$ cat config.mk
export PLATFORM = sky130hd
export DESIGN_NAME = clock12_setter
export DESIGN_NICKNAME = d
export VERILOG_FILES = /design/src/rtl/clk12_pkg.sv /design/src/rtl/key_edge.sv /design/src/rtl/mode_fsm.sv /design/src/rtl/time_keeper.sv /design/src/rtl/blink_gen.sv /design/src/rtl/clock12_setter.sv
export SDC_FILE = /design/constraint.sdc
export NUM_CORES = 1
export LEC_CHECK = 0
export CORE_MARGIN = 3
export CORE_UTILIZATION = 30
export DETAILED_ROUTE_END_ITERATION = 7
export REMOVE_ABC_BUFFERS = 1
export SLEW_MARGIN = 15
export SYNTH_ARGS = -nofsm -noshare
export SYNTH_HDL_FRONTEND = slang
export SYNTH_SLANG_ARGS = --single-unit
$ cat constraint.sdc
create_clock -name clk -period 2.19 [get_ports clk]
set_clock_uncertainty 0.1 [all_clocks]
set_input_delay 0.657 -clock clk [delete_from_list [all_inputs] [get_ports clk]]
set_output_delay 0.657 -clock clk [all_outputs]
set_load 0.02 [all_outputs]
$ cat src/rtl/clk12_pkg.sv
package clk12_pkg;

  typedef enum logic [2:0] {
    MD_IDLE    = 3'd0,
    MD_EDIT_AP = 3'd1,
    MD_EDIT_HR = 3'd2,
    MD_EDIT_MT = 3'd3,
    MD_EDIT_MO = 3'd4,
    MD_RUN     = 3'd5
  } mode_e;

  localparam int NUM_MODES = 6;
  localparam int NUM_KEYS  = 2;

  // hour as {tens, ones}: 12 -> 01 -> ... -> 09 -> 10 -> 11 -> 12
  function automatic logic [4:0] hour_next(input logic [4:0] h);
    if (h == 5'h12)
      return 5'h01;
    else if (h[3:0] == 4'd9)
      return 5'h10;
    else
      return {h[4], h[3:0] + 4'd1};
  endfunction

  function automatic logic [3:0] ones_next(input logic [3:0] d);
    return (d >= 4'd9) ? 4'd0 : d + 4'd1;
  endfunction

  function automatic logic [2:0] tens_next(input logic [2:0] d);
    return (d >= 3'd5) ? 3'd0 : d + 3'd1;
  endfunction

endpackage

$ cat src/rtl/key_edge.sv
module key_edge (
  input  logic clk,
  input  logic rst_n,
  input  logic level,
  output logic pulse
);
  logic q_now, q_old;

  always_ff @(posedge clk or negedge rst_n) begin
    if (!rst_n) begin
      q_now <= 1'b0;
      q_old <= 1'b0;
    end else begin
      q_now <= level;
      q_old <= q_now;
    end
  end

  assign pulse = q_now & ~q_old;

  AST_ONE_TICK_PULSE: assert property (@(posedge clk) disable iff (!rst_n)
    pulse |=> !pulse);

endmodule

$ cat src/rtl/mode_fsm.sv
module mode_fsm
  import clk12_pkg::*;
(
  input  logic                 clk,
  input  logic                 rst_n,
  input  logic                 set_p,
  output mode_e                mode,
  output logic [NUM_MODES-1:0] mode_oh,
  output logic                 edit_mode
);
  mode_e mode_q, mode_d;

  always_comb begin
    mode_d = mode_q;
    if (set_p) begin
      case (mode_q)
        MD_IDLE:    mode_d = MD_EDIT_AP;
        MD_EDIT_AP: mode_d = MD_EDIT_HR;
        MD_EDIT_HR: mode_d = MD_EDIT_MT;
        MD_EDIT_MT: mode_d = MD_EDIT_MO;
        MD_EDIT_MO: mode_d = MD_RUN;
        MD_RUN:     mode_d = MD_EDIT_AP;
        default:    mode_d = MD_IDLE;
      endcase
    end
  end

  always_ff @(posedge clk or negedge rst_n) begin
    if (!rst_n) mode_q <= MD_IDLE;
    else        mode_q <= mode_d;
  end

  assign mode = mode_q;

  for (genvar i = 0; i < NUM_MODES; i++) begin : g_flag
    assign mode_oh[i] = (mode_q == mode_e'(i));
  end

  assign edit_mode = (mode_q == MD_EDIT_AP) || (mode_q == MD_EDIT_HR) ||
                     (mode_q == MD_EDIT_MT) || (mode_q == MD_EDIT_MO);

  AST_ENTER_RUN: assert property (@(posedge clk) disable iff (!rst_n)
    (set_p && mode_q == MD_EDIT_MO) |=> mode_q == MD_RUN);
  AST_RUN_TO_AP: assert property (@(posedge clk) disable iff (!rst_n)
    (set_p && mode_q == MD_RUN) |=> mode_q == MD_EDIT_AP);
  AST_MODE_HOLD: assert property (@(posedge clk) disable iff (!rst_n)
    !set_p |=> $stable(mode_q));

endmodule

$ cat src/rtl/time_keeper.sv
module time_keeper
  import clk12_pkg::*;
#(
  parameter int TICKS_PER_SEC = 100
) (
  input  logic       clk,
  input  logic       rst_n,
  input  mode_e      mode,
  input  logic       set_p,
  input  logic       inc_p,
  output logic       is_pm,
  output logic [4:0] hour_bcd,
  output logic [2:0] min_tens,
  output logic [3:0] min_ones,
  output logic [2:0] sec_tens,
  output logic [3:0] sec_ones
);
  localparam int SUB_W = (TICKS_PER_SEC > 1) ? $clog2(TICKS_PER_SEC) : 1;
  localparam logic [SUB_W-1:0] SUB_LAST = SUB_W'(TICKS_PER_SEC - 1);

  logic [SUB_W-1:0] sub_q;
  logic             pm_q, pm_d;
  logic [4:0]       hr_q, hr_d;
  logic [2:0]       mt_q, mt_d, st_q, st_d;
  logic [3:0]       mo_q, mo_d, so_q, so_d;
  logic             run, enter_run, sec_tick;

  assign run       = (mode == MD_RUN);
  assign enter_run = set_p && (mode == MD_EDIT_MO);
  assign sec_tick  = run && (sub_q == SUB_LAST);

  always_ff @(posedge clk or negedge rst_n) begin
    if (!rst_n)          sub_q <= '0;
    else if (enter_run)  sub_q <= '0;
    else if (run)        sub_q <= (sub_q == SUB_LAST) ? '0 : sub_q + 1'b1;
  end

  always_comb begin
    pm_d = pm_q; hr_d = hr_q; mt_d = mt_q; mo_d = mo_q; st_d = st_q; so_d = so_q;
    case (mode)
      MD_EDIT_AP: if (inc_p) pm_d = ~pm_q;
      MD_EDIT_HR: if (inc_p) hr_d = hour_next(hr_q);
      MD_EDIT_MT: if (inc_p) mt_d = tens_next(mt_q);
      MD_EDIT_MO: begin
        if (inc_p) mo_d = ones_next(mo_q);
        if (set_p) begin
          st_d = '0;
          so_d = '0;
        end
      end
      MD_RUN: if (sec_tick) begin
        so_d = ones_next(so_q);
        if (so_q == 4'd9) begin
          st_d = tens_next(st_q);
          if (st_q == 3'd5) begin
            mo_d = ones_next(mo_q);
            if (mo_q == 4'd9) begin
              mt_d = tens_next(mt_q);
              if (mt_q == 3'd5) begin
                hr_d = hour_next(hr_q);
                if (hr_q == 5'h11) pm_d = ~pm_q;
              end
            end
          end
        end
      end
      default: ;
    endcase
  end

  always_ff @(posedge clk or negedge rst_n) begin
    if (!rst_n) begin
      pm_q <= 1'b0;
      hr_q <= 5'h12;
      mt_q <= '0;
      mo_q <= '0;
      st_q <= '0;
      so_q <= '0;
    end else begin
      pm_q <= pm_d;
      hr_q <= hr_d;
      mt_q <= mt_d;
      mo_q <= mo_d;
      st_q <= st_d;
      so_q <= so_d;
    end
  end

  assign is_pm    = pm_q;
  assign hour_bcd = hr_q;
  assign min_tens = mt_q;
  assign min_ones = mo_q;
  assign sec_tens = st_q;
  assign sec_ones = so_q;

  AST_HOUR_LEGAL: assert property (@(posedge clk) disable iff (!rst_n)
    (hr_q[4] == 1'b0 && hr_q[3:0] >= 4'd1 && hr_q[3:0] <= 4'd9) ||
    (hr_q[4] == 1'b1 && hr_q[3:0] <= 4'd2));
  AST_MIN_LEGAL: assert property (@(posedge clk) disable iff (!rst_n)
    mt_q <= 3'd5 && mo_q <= 4'd9);
  AST_FROZEN_FIELDS: assert property (@(posedge clk) disable iff (!rst_n)
    (mode != MD_RUN && !inc_p) |=> $stable({pm_q, hr_q, mt_q, mo_q}));
  AST_FROZEN_SECS: assert property (@(posedge clk) disable iff (!rst_n)
    (mode != MD_RUN && !enter_run) |=> $stable({st_q, so_q}));
  AST_ENTRY_CLEARS: assert property (@(posedge clk) disable iff (!rst_n)
    enter_run |=> (st_q == 3'd0 && so_q == 4'd0));
  AST_IDLE_INC_IGNORED: assert property (@(posedge clk) disable iff (!rst_n)
    (mode == MD_IDLE) |=> $stable({pm_q, hr_q, mt_q, mo_q}));
  AST_NOON_FLIP: assert property (@(posedge clk) disable iff (!rst_n)
    (sec_tick && hr_q == 5'h11 && mt_q == 3'd5 && mo_q == 4'd9 &&
     st_q == 3'd5 && so_q == 4'd9) |=> (pm_q != $past(pm_q)));

endmodule

$ cat src/rtl/blink_gen.sv
module blink_gen #(
  parameter int HALF_TICKS = 50
) (
  input  logic clk,
  input  logic rst_n,
  input  logic edit_mode,
  input  logic run,
  input  logic set_p,
  input  logic inc_p,
  output logic blink_on
);
  localparam int CNT_W = (HALF_TICKS > 1) ? $clog2(HALF_TICKS) : 1;
  localparam logic [CNT_W-1:0] CNT_LAST = CNT_W'(HALF_TICKS - 1);

  logic [CNT_W-1:0] cnt_q;
  logic             on_q;

  always_ff @(posedge clk or negedge rst_n) begin
    if (!rst_n) begin
      cnt_q <= '0;
      on_q  <= 1'b1;
    end else if (run || (edit_mode && (set_p || inc_p))) begin
      cnt_q <= '0;
      on_q  <= 1'b1;
    end else if (cnt_q == CNT_LAST) begin
      cnt_q <= '0;
      on_q  <= ~on_q;
    end else begin
      cnt_q <= cnt_q + 1'b1;
    end
  end

  assign blink_on = on_q;

  AST_KEY_FORCES_SHOW: assert property (@(posedge clk) disable iff (!rst_n)
    (edit_mode && (set_p || inc_p)) |=> blink_on);
  AST_RUN_STEADY: assert property (@(posedge clk) disable iff (!rst_n)
    run |-> blink_on);

endmodule

$ cat src/rtl/clock12_setter.sv
module clock12_setter
  import clk12_pkg::*;
#(
  parameter int TICKS_PER_SEC = 100,
  parameter int HALF_TICKS    = TICKS_PER_SEC / 2
) (
  input  logic       clk,
  input  logic       rst_n,
  input  logic       set_key,
  input  logic       inc_key,
  output logic       is_pm,
  output logic       hour_tens,
  output logic [3:0] hour_ones,
  output logic [2:0] min_tens,
  output logic [3:0] min_ones,
  output logic [2:0] sec_tens,
  output logic [3:0] sec_ones,
  output logic [5:0] mode_oh,
  output logic       edit_mode,
  output logic       blink_on
);
  logic [NUM_KEYS-1:0] key_lvl, key_pulse;
  logic                set_p, inc_p;
  mode_e               mode;
  logic [4:0]          hour_bcd;

  assign key_lvl = {inc_key, set_key};

  for (genvar k = 0; k < NUM_KEYS; k++) begin : g_key
    key_edge u_edge (
      .clk   (clk),
      .rst_n (rst_n),
      .level (key_lvl[k]),
      .pulse (key_pulse[k])
    );
  end

  assign set_p = key_pulse[0];
  assign inc_p = key_pulse[1];

  mode_fsm u_fsm (
    .clk       (clk),
    .rst_n     (rst_n),
    .set_p     (set_p),
    .mode      (mode),
    .mode_oh   (mode_oh),
    .edit_mode (edit_mode)
  );

  time_keeper #(.TICKS_PER_SEC(TICKS_PER_SEC)) u_time (
    .clk      (clk),
    .rst_n    (rst_n),
    .mode     (mode),
    .set_p    (set_p),
    .inc_p    (inc_p),
    .is_pm    (is_pm),
    .hour_bcd (hour_bcd),
    .min_tens (min_tens),
    .min_ones (min_ones),
    .sec_tens (sec_tens),
    .sec_ones (sec_ones)
  );

  assign hour_tens = hour_bcd[4];
  assign hour_ones = hour_bcd[3:0];

  blink_gen #(.HALF_TICKS(HALF_TICKS)) u_blink (
    .clk       (clk),
    .rst_n     (rst_n),
    .edit_mode (edit_mode),
    .run       (mode == MD_RUN),
    .set_p     (set_p),
    .inc_p     (inc_p),
    .blink_on  (blink_on)
  );

  AST_ONEHOT_MODE: assert property (@(posedge clk) disable iff (!rst_n)
    $onehot0(mode_oh) && (mode_oh != 6'd0));

endmodule

Word level (Yosys, flattened, before mapping)
Cells that the tools add are included.
Word-level totals
  output and inout bits: 28
  logic and storage cells: 125
  flip-flop bits (word level): 41
Operators by class
  muxes and demuxes: 47
  add/sub/neg operators: 7
  reduce and logical (&&, ||, !) cells: 22
  eq/ne operators: 25
  magnitude comparators: 4
  bitwise operators: 6
Operators by type and width (number)
  2-to-1 mux 5 bit: 8
  2-to-1 mux 4 bit: 8
  2-to-1 mux 3 bit: 10
  2-to-1 mux 7 bit: 3
  case mux 4 bit (2 select lines): 2
  case mux 3 bit (5 select lines): 1
  adder 4 x 1 -> 4 bit, second input constant: 3
  == test 3 bit, second input constant: 4
  == test 4 bit, second input constant: 3
  2-to-1 mux 6 bit: 2
  inequality test 2 bit, second input constant: 6
  case mux 3 bit (2 select lines): 2
  nonzero test 2 bit: 6
  == test 5 bit, second input constant: 2
  inequality test 2 x 1 -> 1 bit, second input constant: 5
  case mux 5 bit (2 select lines): 1
  2-to-1 mux 1 bit: 9
  greater-or-equal comparator 4 bit, second input constant: 2
  AND reduction 8 bit: 1
  adder 7 x 1 -> 7 bit, second input constant: 1
  == test 7 bit, second input constant: 1
  AND reduction 7 bit: 1
  adder 3 x 1 -> 3 bit, second input constant: 2
  adder 6 x 1 -> 6 bit, second input constant: 1
  15 further kinds: 27

Longest topological paths before layout
Gate-level depths: netlist (run 1).
  depth in word-level cells: 9
  gate-level depth with buffers: 7
  mapped depth without buffers: 7

Cells and area by module
From an unflattened synthesis (run 1), not the netlist that was laid out.
Second synthesis, totals
  cell total of the unflattened synthesis: 236
  area, all modules: 2318.5 um^2
Modules (own cells, without submodules)
  time_keeper: cells each 174, seq. area each 678.2 um^2, area an instance 1632.8 um^2, times used 1
  blink_gen: cells each 31, seq. area each 176.4 um^2, area an instance 336.6 um^2, times used 1
  mode_fsm: cells each 24, seq. area each 75.1 um^2, area an instance 212.7 um^2, times used 1
  key_edge: cells each 3, seq. area each 50.0 um^2, area an instance 63.8 um^2, times used 2
  clock12_setter: cells each 1, seq. area each 0.0 um^2, area an instance 8.8 um^2, times used 1

Worst setup path after synthesis (run 1)
Ideal clock, no wire load.
  path type: register -> output
  start: reg u_fsm.mode_q[0], in the netlist u_fsm.mode[0]
  end: out edit_mode
  stages on the path, launching flop included: 4
  setup slack: -32 ps
  required time: 1433 ps
  arrival: 1465 ps
  cell sequence: dfrtp_1 clkbuf_1 nor3_1 nor2_1
On the way
  longest elaborated chain between the ends: 4
RTL lines
  start: declaration: RTL line mode_fsm.sv:11  | mode_e mode_q, mode_d;
  start signal: assignment: RTL line mode_fsm.sv:30  | else mode_q <= mode_d;
  == test 3 x 1 -> 1 bit / == test 3 x 2 -> 1 bit (equally long branches)
  logical OR 1 bit (2 in series): RTL line mode_fsm.sv:39  | assign edit_mode = (mode_q == MD_EDIT_AP) || (mode_q == MD_EDIT_HR) ||
  logical OR 1 bit (*): RTL line mode_fsm.sv:40  | (mode_q == MD_EDIT_MT) || (mode_q == MD_EDIT_MO);
  end: declaration: RTL line clock12_setter.sv:19  | output logic edit_mode,
Every way passes the cells marked *; elsewhere a longest branch is shown, timed or not.

Worst setup path after layout (run 1)
  start: reg u_fsm.mode_q[2], in the netlist u_fsm.mode[2]
  end: reg u_time.hr_q[4], in the netlist u_time.hour_bcd[4]
On the way
  longest elaborated chain between the ends: 4
RTL lines
  == test 3 bit: RTL line time_keeper.sv:28, time_keeper.sv:40
  logical AND 1 bit: RTL line time_keeper.sv:30  | assign sec_tick = run && (sub_q == SUB_LAST);
  inequality test 2 bit (no source line)
  AND reduction 7 bit (no source line)
  end signal: assignment: RTL line time_keeper.sv:81  | hr_q <= hr_d;
  end: declaration: RTL line time_keeper.sv:23  | logic [4:0] hr_q, hr_d;
Several ways; a longest one is shown, not always the timed one.
A chain may end at the register's enable or synchronous reset.

==> flow_metrics.env, run 1 <==
export IMPL_outcome="complete, no violations"
export IMPL_power_density_nw_per_um2=1150
export IMPL_end_kind="register"
export IMPL_die_width_um=92.5
export IMPL_multi_input_area_um2=1140
export IMPL_cts_num_sinks=41
export IMPL_seq_area_um2=1030
export IMPL_worstPathCellList="buf_4 > or3b_2 > o32ai_2 > o211ai_2 > nor3b_2 > a2bb2oi_1"
export IMPL_synth_seq_cells=41
export IMPL_avgRoutedWirePerCell_um=12.8
export IMPL_ys_top_cells_by_area="dfrtp_1 42%, ha_1 7.2%, nand2_1 3.7%"
export IMPL_synth_area_leader_cell="dfrtp_1"
export IMPL_synth_top_area_share_pct=42.4
export IMPL_finalHoldViolCount=0
export IMPL_root_buffer="clkbuf_8"
export IMPL_grt_pass1_vias=1785
export IMPL_syn2layout_area_growth_pct=29.2
export IMPL_core_area_um2=7020
export IMPL_drv_cap=0
export IMPL_synth_edf_count=0
export IMPL_syn_area_um2=2240
export IMPL_cp_slowest_stage_delay_ps=510
export IMPL_io_pins=32
export IMPL_p_total_w=0.00334
export IMPL_tightest_slew_ps=666
export IMPL_cp_arrival_ps=2250
export IMPL_first_pass_iters=4
export IMPL_cp_start_kind="register"
export IMPL_setup_viol=0
export IMPL_rows=30
export IMPL_vias=1789
export IMPL_port_buffers=31
export IMPL_grt_usage_pct=12.4
export IMPL_cts_hold_buf=0
export IMPL_hold_slack_ps=281
export IMPL_fp_dieH_um=92.5
export IMPL_clock_latency_ps=300
export IMPL_fin_crit_ps=2130
export IMPL_overflow=0
export IMPL_async_reset_ff_share_pct=100
export IMPL_worstSetupPathType="register to register"
export IMPL_diodes=0
export IMPL_slew_viol_final=0
export IMPL_synth_seq_area_share_pct=45.9
export IMPL_initial_core_util_pct=32.0
export IMPL_ys_warn_count=0
export IMPL_cts_max_path_buffers=2
export IMPL_syn_area_per_cell_um2=9.80
export IMPL_post_cts_buffers=0
export IMPL_crit_path_max_fanout=6
export IMPL_place_ws_ps=-15.3
export IMPL_crit_buf_inv=1
export IMPL_gp_congestion=0.780
export IMPL_ir_drop_uv=476
export IMPL_synth_ff_type="dfrtp_1"
export IMPL_maxSlewHeadroom_pct=55.6
export IMPL_crit_family="simple AND/OR/NAND/NOR gates"
export IMPL_cts_clk_slew_worst_paths_ps=80
export IMPL_grt_pass1_wl_mm=8.45
export IMPL_h_tree_depth=2
export IMPL_fin_crit_sh_pct=97.4
export IMPL_synthDistinctLibCells=52
export IMPL_final_net_count=298
export IMPL_drc=0
export IMPL_antenna_found_initial=0
export IMPL_p_leak_nw=1.41
export IMPL_cts_tree="built"
export IMPL_netlist_instances=229
export IMPL_hold_path_class="input port to async pin"
export IMPL_fill_cells=711
export IMPL_r2r_cells=6
export IMPL_cts_buffers=5
export IMPL_place_hpwl_mm=3.64
export IMPL_rsz0062_at_grt="yes"
export IMPL_drtIter0Drc=69
export IMPL_fmax_mhz=469
export IMPL_viasPerCell=4.73
export IMPL_drt_wl_total_mm=4.84
export IMPL_fin_ws_ps=57.3
export IMPL_slowest_stage="or3b_2"
export IMPL_crit_cells=6
export IMPL_crit_required_ps=2310
export IMPL_dieArea_um2=8560
export IMPL_grt_max_degree=30
export IMPL_ant_nets=0
export IMPL_drive_above_1_share_pct=18.8
## path summary, 6_finish.rpt
path                                  startpoint                    end  slack (ps)
setup / recovery                   u_fsm.mode[2]     u_time.hour_bcd[4]          60
hold / removal                             rst_n     u_time.min_ones[2]         280
setup reg to reg                   u_fsm.mode[2]     u_time.hour_bcd[4]          60
hold reg to reg            g_key[1].u_edge.q_now  g_key[1].u_edge.q_old         300
max in group asynchronous                  rst_n           u_time.is_pm        1130
min in group clk           g_key[1].u_edge.q_now  g_key[1].u_edge.q_old         300
## per-stage QoR
step,TNS [ps],area [µm²],utilization [%],std cells
global placement,-30.9,2780,39.6,370
detailed placement,-29.0,2780,39.6,370
floorplan,0,2210,-,224
global route,-20.8,2900,41.3,378
finish,0,2900,41.3,378
CTS,-3.77,2900,41.3,378
## state kept, by name, summed over array words and instances (netlist names), 3 cells and up
name / cells
u_time.sec_tens: 3
u_time.sub_q: 7
u_time.min_tens: 3
u_time.hour_bcd: 5
u_blink.cnt_q: 6
u_fsm.mode: 3
u_time.sec_ones: 4
u_time.min_ones: 4
## timing repair
item	4_1_cts	5_1_grt
gates resized for setup	20	21
gates cloned	0	0
pin swaps	0	2
setup endpoints to repair	11	18
## per-layer routing
| layer | vias up | GRT usage (%) | wire length, µm |
|---|---|---|---|
| li1 | 903 | - | - |
| met1 | 845 | 17.0 | 2340 |
| met2 | 36 | 18.3 | 2190 |
| met3 | 5 | 3.33 | 239 |
| met4 | 0 | 5.57 | 70 |
| met5 | - | 0 | 0 |
## cell usage in the layout, fill, tap and decap left out, types with 6 or more instances in the layout
cell,synthesis,routed
dfrtp_1,38,36
nand2_1,22,22
nor2_1,22,22
buf_4,1,19
inv_1,15,15
ha_1,13,13
o21ai_0,13,12
clkdlybuf4s50_1,0,10
dlymetal6s2s_1,0,9
a21oi_1,8,8
nand3_1,8,8
xor2_1,7,7
xnor2_1,7,7
o21ai_1,6,7
nand2b_1,6,6
clkbuf_8,0,6
## area by class of cell
class / instances / area share [%]
Sequential cell: 41 / 35.6
Multi-Input combinational cell: 167 / 39.2
Timing Repair Buffer: 50 / 15.0
Tap cell: 96 / 4.14
Clock inverter: 1 / 1.04
Clock buffer: 7 / 2.98
Inverter: 16 / 2.07
## Yosys cell counts (6+ instances only)
library cell  count
xnor2_1           7
a21oi_1           8
nand2b_1          6
nand2_1          22
dfrtp_1          38
o21ai_1           6
nand3_1           8
ha_1             13
xor2_1            7
nor2_1           22
inv_1            15
o21ai_0          13
## report_power, final
group	switching, W	internal [W]	total (W)
registers	0.000264	0.000961	0.00122
clock network	0.000264	0.000372	0.000636
logic	0.000808	0.000670	0.00148
## worst register-to-register path: stages, from the launching register on
cell and delay, ps:
dfrtp_2 450, buf_4 170, or3b_2 510, o32ai_2 270
o211ai_2 190, nor3b_2 210, a2bb2oi_1 170
## cell families (layout without fill, tap and decap cells)
kind of cell,after synthesis,in the layout,synth area share (%)
AND/OR/NAND/NOR,88,88,21.0
AO/OA/AOI/OAI,50,50,15.5
flip-flops,41,41,45.9
buffers and inverters,21,74,4.07
XOR/XNOR,14,14,5.46
adder cells (fa/ha/maj),13,13,7.25
multiplexers,2,2,0.892
Note: power is estimated with default switching activity, not from simulation.
==> inputs of run 2 (changes only) <==
- CORE_UTILIZATION: 30 -> 50
- PLACE_DENSITY_LB_ADDON: default -> 0.05
==> run 2 against run 1 <==
- maximum frequency fell by 0.49%
- global-route usage rose by 5.7 points
- flip-flop and latch count did not move
- cell count fell by 12%
- power fell by 0.23%
==> flow_metrics.env, run 2 (synthesis gave the netlist of run 1 again) <==
export IMPL_outcome="complete, no violations"
export IMPL_fmax_mhz=467
export IMPL_tightest_slew_ps=516
export IMPL_end_kind="output pin"
export IMPL_rows=23
export IMPL_crit_required_ps=1430
export IMPL_worstSetupPathType="register to output pin"
export IMPL_syn2layout_area_growth_pct=27.7
export IMPL_swShare_pct=39.9
export IMPL_die_width_um=73
export IMPL_rsz0062_at_grt="yes"
export IMPL_utilization_pct=68.7
export IMPL_power_frac_seq_pct=36.7
export IMPL_pwr_share_clk_pct=17.7
export IMPL_drive_above_1_share_pct=19.9
export IMPL_r2r_start="u_time.sub_q[3]"
export IMPL_fin_ws_ps=46.8
export IMPL_ir_drop_uv=688
export IMPL_finalHoldViolCount=0
export IMPL_initial_core_util_pct=53.8
export IMPL_fin_crit_sh_pct=97.9
export IMPL_cp_slowest_stage_delay_ps=640
export IMPL_place_ws_ps=-11.0
export IMPL_crit_family="buffers and inverters"
export IMPL_antenna_found_initial=0
export IMPL_diodes=0
export IMPL_drtIter0Drc=68
export IMPL_setup_viol=0
export IMPL_switching_power_w=0.00133
export IMPL_gp_congestion=0.869
export IMPL_grt_usage_pct=18.1
export IMPL_cts_clk_slew_worst_paths_ps=80
export IMPL_p_leak_nw=1.36
export IMPL_maxSlewHeadroom_pct=65.3
export IMPL_fp_dieH_um=73
export IMPL_port_buffers=31
export IMPL_p_int_w=0.00200
export IMPL_drt_wl_total_mm=4.50
export IMPL_cts_tree="built"
export IMPL_drv_cap=0
export IMPL_hold_path_class="input port to async pin"
export IMPL_cp_start_kind="register"
export IMPL_combPwrFrac_pct=45.6
export IMPL_cp_arrival_ps=1390
export IMPL_crit_buf_inv=1
export IMPL_mostFrequentLayoutCell="dfrtp_1"
export IMPL_largest_reg_flops=7
export IMPL_final_net_count=298
export IMPL_final_cell_mix="35 x dfrtp_1, 22 x nand2_1, 21 x nor2_1"
export IMPL_power_density_nw_per_um2=1160
export IMPL_avgRoutedWirePerCell_um=13.5
export IMPL_clock_latency_ps=290
export IMPL_ant_nets=0
export IMPL_vias=1784
export IMPL_grt_pass1_wl_mm=7.73
export IMPL_slew_viol_final=0
export IMPL_place_hpwl_mm=3.30
export IMPL_drc=0
export IMPL_p_total_w=0.00333
export IMPL_cts_num_sinks=41
export IMPL_fin_crit_ps=2140
export IMPL_regMostFlops="u_time.sub_q"
export IMPL_grt_pass1_vias=1676
export IMPL_overflow=0
export IMPL_io_pins=32
export IMPL_crit_path_max_fanout=7
export IMPL_viasPerCell=5.37
export IMPL_cts_buffers=5
export IMPL_worstPathCellList="clkdlybuf4s50_1"
export IMPL_root_buffer="clkbuf_8"
export IMPL_slowest_stage="clkdlybuf4s50_1"
export IMPL_first_pass_iters=4
export IMPL_cts_max_path_buffers=2
export IMPL_dieArea_um2=5330
export IMPL_h_tree_depth=2
export IMPL_grt_max_degree=25
export IMPL_critPathLaunch="u_time.min_tens[1]"
export IMPL_core_area_um2=4170
[run 2: cell count changes in the layout (fill, tap and decap cells not counted), sizes merged]
cell	before	now
clkbuf	12	9
dlymetal6s2s	9	5
clkinv	1	2
dlygate4sd1	0	1
dlygate4sd2	4	5
clkdlybuf4s50	10	14
[run 2: metrics by stage]
step	cells	setup TNS (ps)	area, µm²	hold slack (ps)
after global routing	332	-8.31	2870	218
after detailed placement	322	-11.0	2720	280
final	332	0	2870	198
after CTS	330	0	2830	208
after global placement	322	0	2720	283
after floorplan	224	0	2210	260
[run 2: power groups by stage]
stage          clock, W  sequential, W  combinational (W)
2_1_floorplan         0        0.00135           0.000694
3_3_place_gp          0        0.00123            0.00150
3_5_place_dp          0        0.00123            0.00152
4_1_cts        0.000613        0.00122            0.00148
5_1_grt        0.000643        0.00126            0.00168
6_report       0.000591        0.00122            0.00152
[run 2: timing repair]
action / in CTS / in global routing
hold buffers: 0 / 0
pin swaps: 0 / 2
buffers inserted: 0 / 2
setup endpoints to repair: 11 / 14
resized for setup: 16 / 25
[run 2: worst paths after layout]
check	to	slack (ps)	cells past startpoint
max	min_tens[1]	50	1
min	u_time.sec_tens[0]	200	1
max reg2reg	u_time.sec_ones[2]	110	5
min reg2reg	g_key[1].u_edge.q_old	300	0
max in group asynchronous	u_time.hour_bcd[1]	1250	2
min in group clk	g_key[1].u_edge.q_old	300	0
[run 2: final cells by class]
cell class                      instances  area (µm²)
Inverter                               16        60.1
Sequential cell                        41        1030
Clock buffer                            6        72.6
Clock inverter                          2        38.8
Fill cell                             344        1310
Timing Repair Buffer                   50         448
Tap cell                               50        62.6
Multi-Input combinational cell        167        1150
[run 2: routing by layer]
metal,vias to the layer above,share of wire (%),wire (µm),track usage (%)
li1,902,-,-,-
met1,846,48,2170,24.6
met2,31,47,2110,29.8
met3,5,3.9,177,3.86
met4,0,0.93,42,3.89
met5,-,0,0,0
==> inputs of run 3 (changes only) <==
- SKIP_CTS_REPAIR_TIMING: default -> 1
==> run 3 against run 2 <==
- wire length fell by 0.73%
- first-iteration DRC count fell by 15%
- clock power about the same
- worst hold slack improved by 1.8 ps
- sequential power hardly changed
- register-to-register slack is essentially flat
- critical endpoint unchanged
- largest power group unchanged
==> flow_metrics.env, run 3 (synthesis gave the netlist of run 1 again) <==
export IMPL_cp_start_kind="register"
export IMPL_met1Wirelength_mm=2.18
export IMPL_grt_max_degree=25
export IMPL_wl_met2_mm=2.09
export IMPL_fill_cells=328
export IMPL_mostFrequentLayoutCell="dfrtp_1"
export IMPL_multi_input_area_um2=1140
export IMPL_grt_pass1_wl_mm=7.70
export IMPL_cp_arrival_ps=1370
export IMPL_cts_num_sinks=41
export IMPL_final_area_um2=2910
export IMPL_grt_usage_pct=18.1
export IMPL_drv_cap=0
export IMPL_cts_tree="built"
export IMPL_cp_slowest_stage_delay_ps=640
export IMPL_maxSlewHeadroom_pct=67.0
export IMPL_crit_path_max_fanout=7
export IMPL_die_width_um=73
export IMPL_fin_crit_ps=2130
export IMPL_rr_endpoint="u_time.sec_ones[2]"
export IMPL_worstPathCellList="clkdlybuf4s50_1"
export IMPL_syn2layout_area_growth_pct=29.7
export IMPL_viasPerCell=5.35
export IMPL_place_hpwl_mm=3.30
export IMPL_final_net_count=298
export IMPL_regMostFlops="u_time.sub_q"
export IMPL_cts_max_path_buffers=2
export IMPL_crit_cells=1
export IMPL_hold_slack_ps=199
export IMPL_cts_buffers=5
export IMPL_avgRoutedWirePerCell_um=13.4
export IMPL_drt_wl_total_mm=4.46
export IMPL_crit_required_ps=1430
export IMPL_grt_pass1_vias=1669
export IMPL_highest_layer="met4"
export IMPL_p_total_w=0.00333
export IMPL_tightest_slew_ps=489
export IMPL_slowest_stage="clkdlybuf4s50_1"
export IMPL_endpoint="min_tens[1]"
export IMPL_r2r_cells=5
export IMPL_seq_area_um2=1030
export IMPL_dieArea_um2=5330
export IMPL_place_area_um2=2720
export IMPL_io_pins=32
export IMPL_crit_buf_inv=1
export IMPL_ir_drop_uv=691
export IMPL_root_buffer="clkbuf_8"
export IMPL_first_pass_iters=4
export IMPL_overflow=0
export IMPL_gp_congestion=0.869
export IMPL_core_area_um2=4170
export IMPL_outcome="complete, no violations"
export IMPL_h_tree_depth=2
export IMPL_ant_nets=0
export IMPL_worstSetupPathType="register to output pin"
export IMPL_utilization_pct=69.7
export IMPL_fmax_mhz=469
export IMPL_setup_viol=0
export IMPL_place_ws_ps=-11.0
export IMPL_clock_latency_ps=290
export IMPL_fp_dieH_um=73
export IMPL_end_kind="output pin"
export IMPL_vias=1777
export IMPL_rows=23
export IMPL_final_cell_mix="36 x dfrtp_1, 22 x nand2_1, 22 x nor2_1"
export IMPL_finalHoldViolCount=0
export IMPL_slew_viol_final=0
export IMPL_port_buffers=31
export IMPL_drtIter0Drc=58
export IMPL_crit_family="buffers and inverters"
export IMPL_largest_reg_flops=7
export IMPL_critPathLaunch="u_time.min_tens[1]"
export IMPL_drc=0
export IMPL_met3_length_um=152
export IMPL_drive_above_1_share_pct=17.4
export IMPL_antenna_found_initial=0
export IMPL_p_leak_nw=1.48
export IMPL_diodes=0
export IMPL_r2r_slack_ps=110
export IMPL_fin_ws_ps=59.8
export IMPL_hold_path_class="input port to async pin"
export IMPL_initial_core_util_pct=53.8
export IMPL_cts_clk_slew_worst_paths_ps=80
export IMPL_power_density_nw_per_um2=1140
export IMPL_fin_crit_sh_pct=97.3
export IMPL_r2r_start="u_time.sub_q[3]"
==> run 3: changes by cell type in the layout (fill, tap and decap cells not counted), sizes merged <==
cell / delta
dlymetal6s2s: +11
dlygate4sd1: -1
dlygate4sd2: -5
clkdlybuf4s15: -1
buf: -1
clkbuf: -3
==> run 3: through the flow <==
stage / std cells / setup TNS (ps)
floorplan: 224 / 0
global placement: 322 / 0
detailed placement: 322 / -11.0
CTS: 330 / -2050
global route: 332 / -16.7
finish: 332 / 0
==> run 3: worst min path at each step <==
stage	start	endpoint	slack [ps]	cells after the start
after floorplan	rst_n	g_key[0].u_edge.q_now	260	0
after global placement	g_key[1].u_edge.q_now	g_key[1].u_edge.q_old	280	0
after detailed placement	g_key[1].u_edge.q_now	g_key[1].u_edge.q_old	280	0
after CTS	rst_n	u_time.sec_tens[0]	210	1
after global routing	rst_n	u_time.sec_tens[0]	220	1
final	rst_n	u_time.sec_tens[0]	200	1
==> run 3: layout make-up <==
cell class | instances | area share [%]
Inverter | 16 | 2.06
Clock buffer | 6 | 2.49
Timing Repair Buffer | 50 | 17.2
Tap cell | 50 | 2.15
Clock inverter | 2 | 1.33
Multi-Input combinational cell | 167 | 39.3
Sequential cell | 41 | 35.5
==> run 3: power breakdown <==
group	leakage [nW]	total [W]	internal (W)	switching, W
clock	0.0554	0.000590	0.000342	0.000248
sequential	0.527	0.00122	0.000961	0.000262
combinational	0.902	0.00152	0.000718	0.000800
total	1.48	0.00333	0.00202	0.00131
==> run 3: layer usage <==
layer / global-route usage (%) / vias up
li1: - / 906
met1: 24.7 / 843
met2: 29.5 / 23
met3: 3.86 / 5
met4: 3.89 / 0
met5: 0 / -
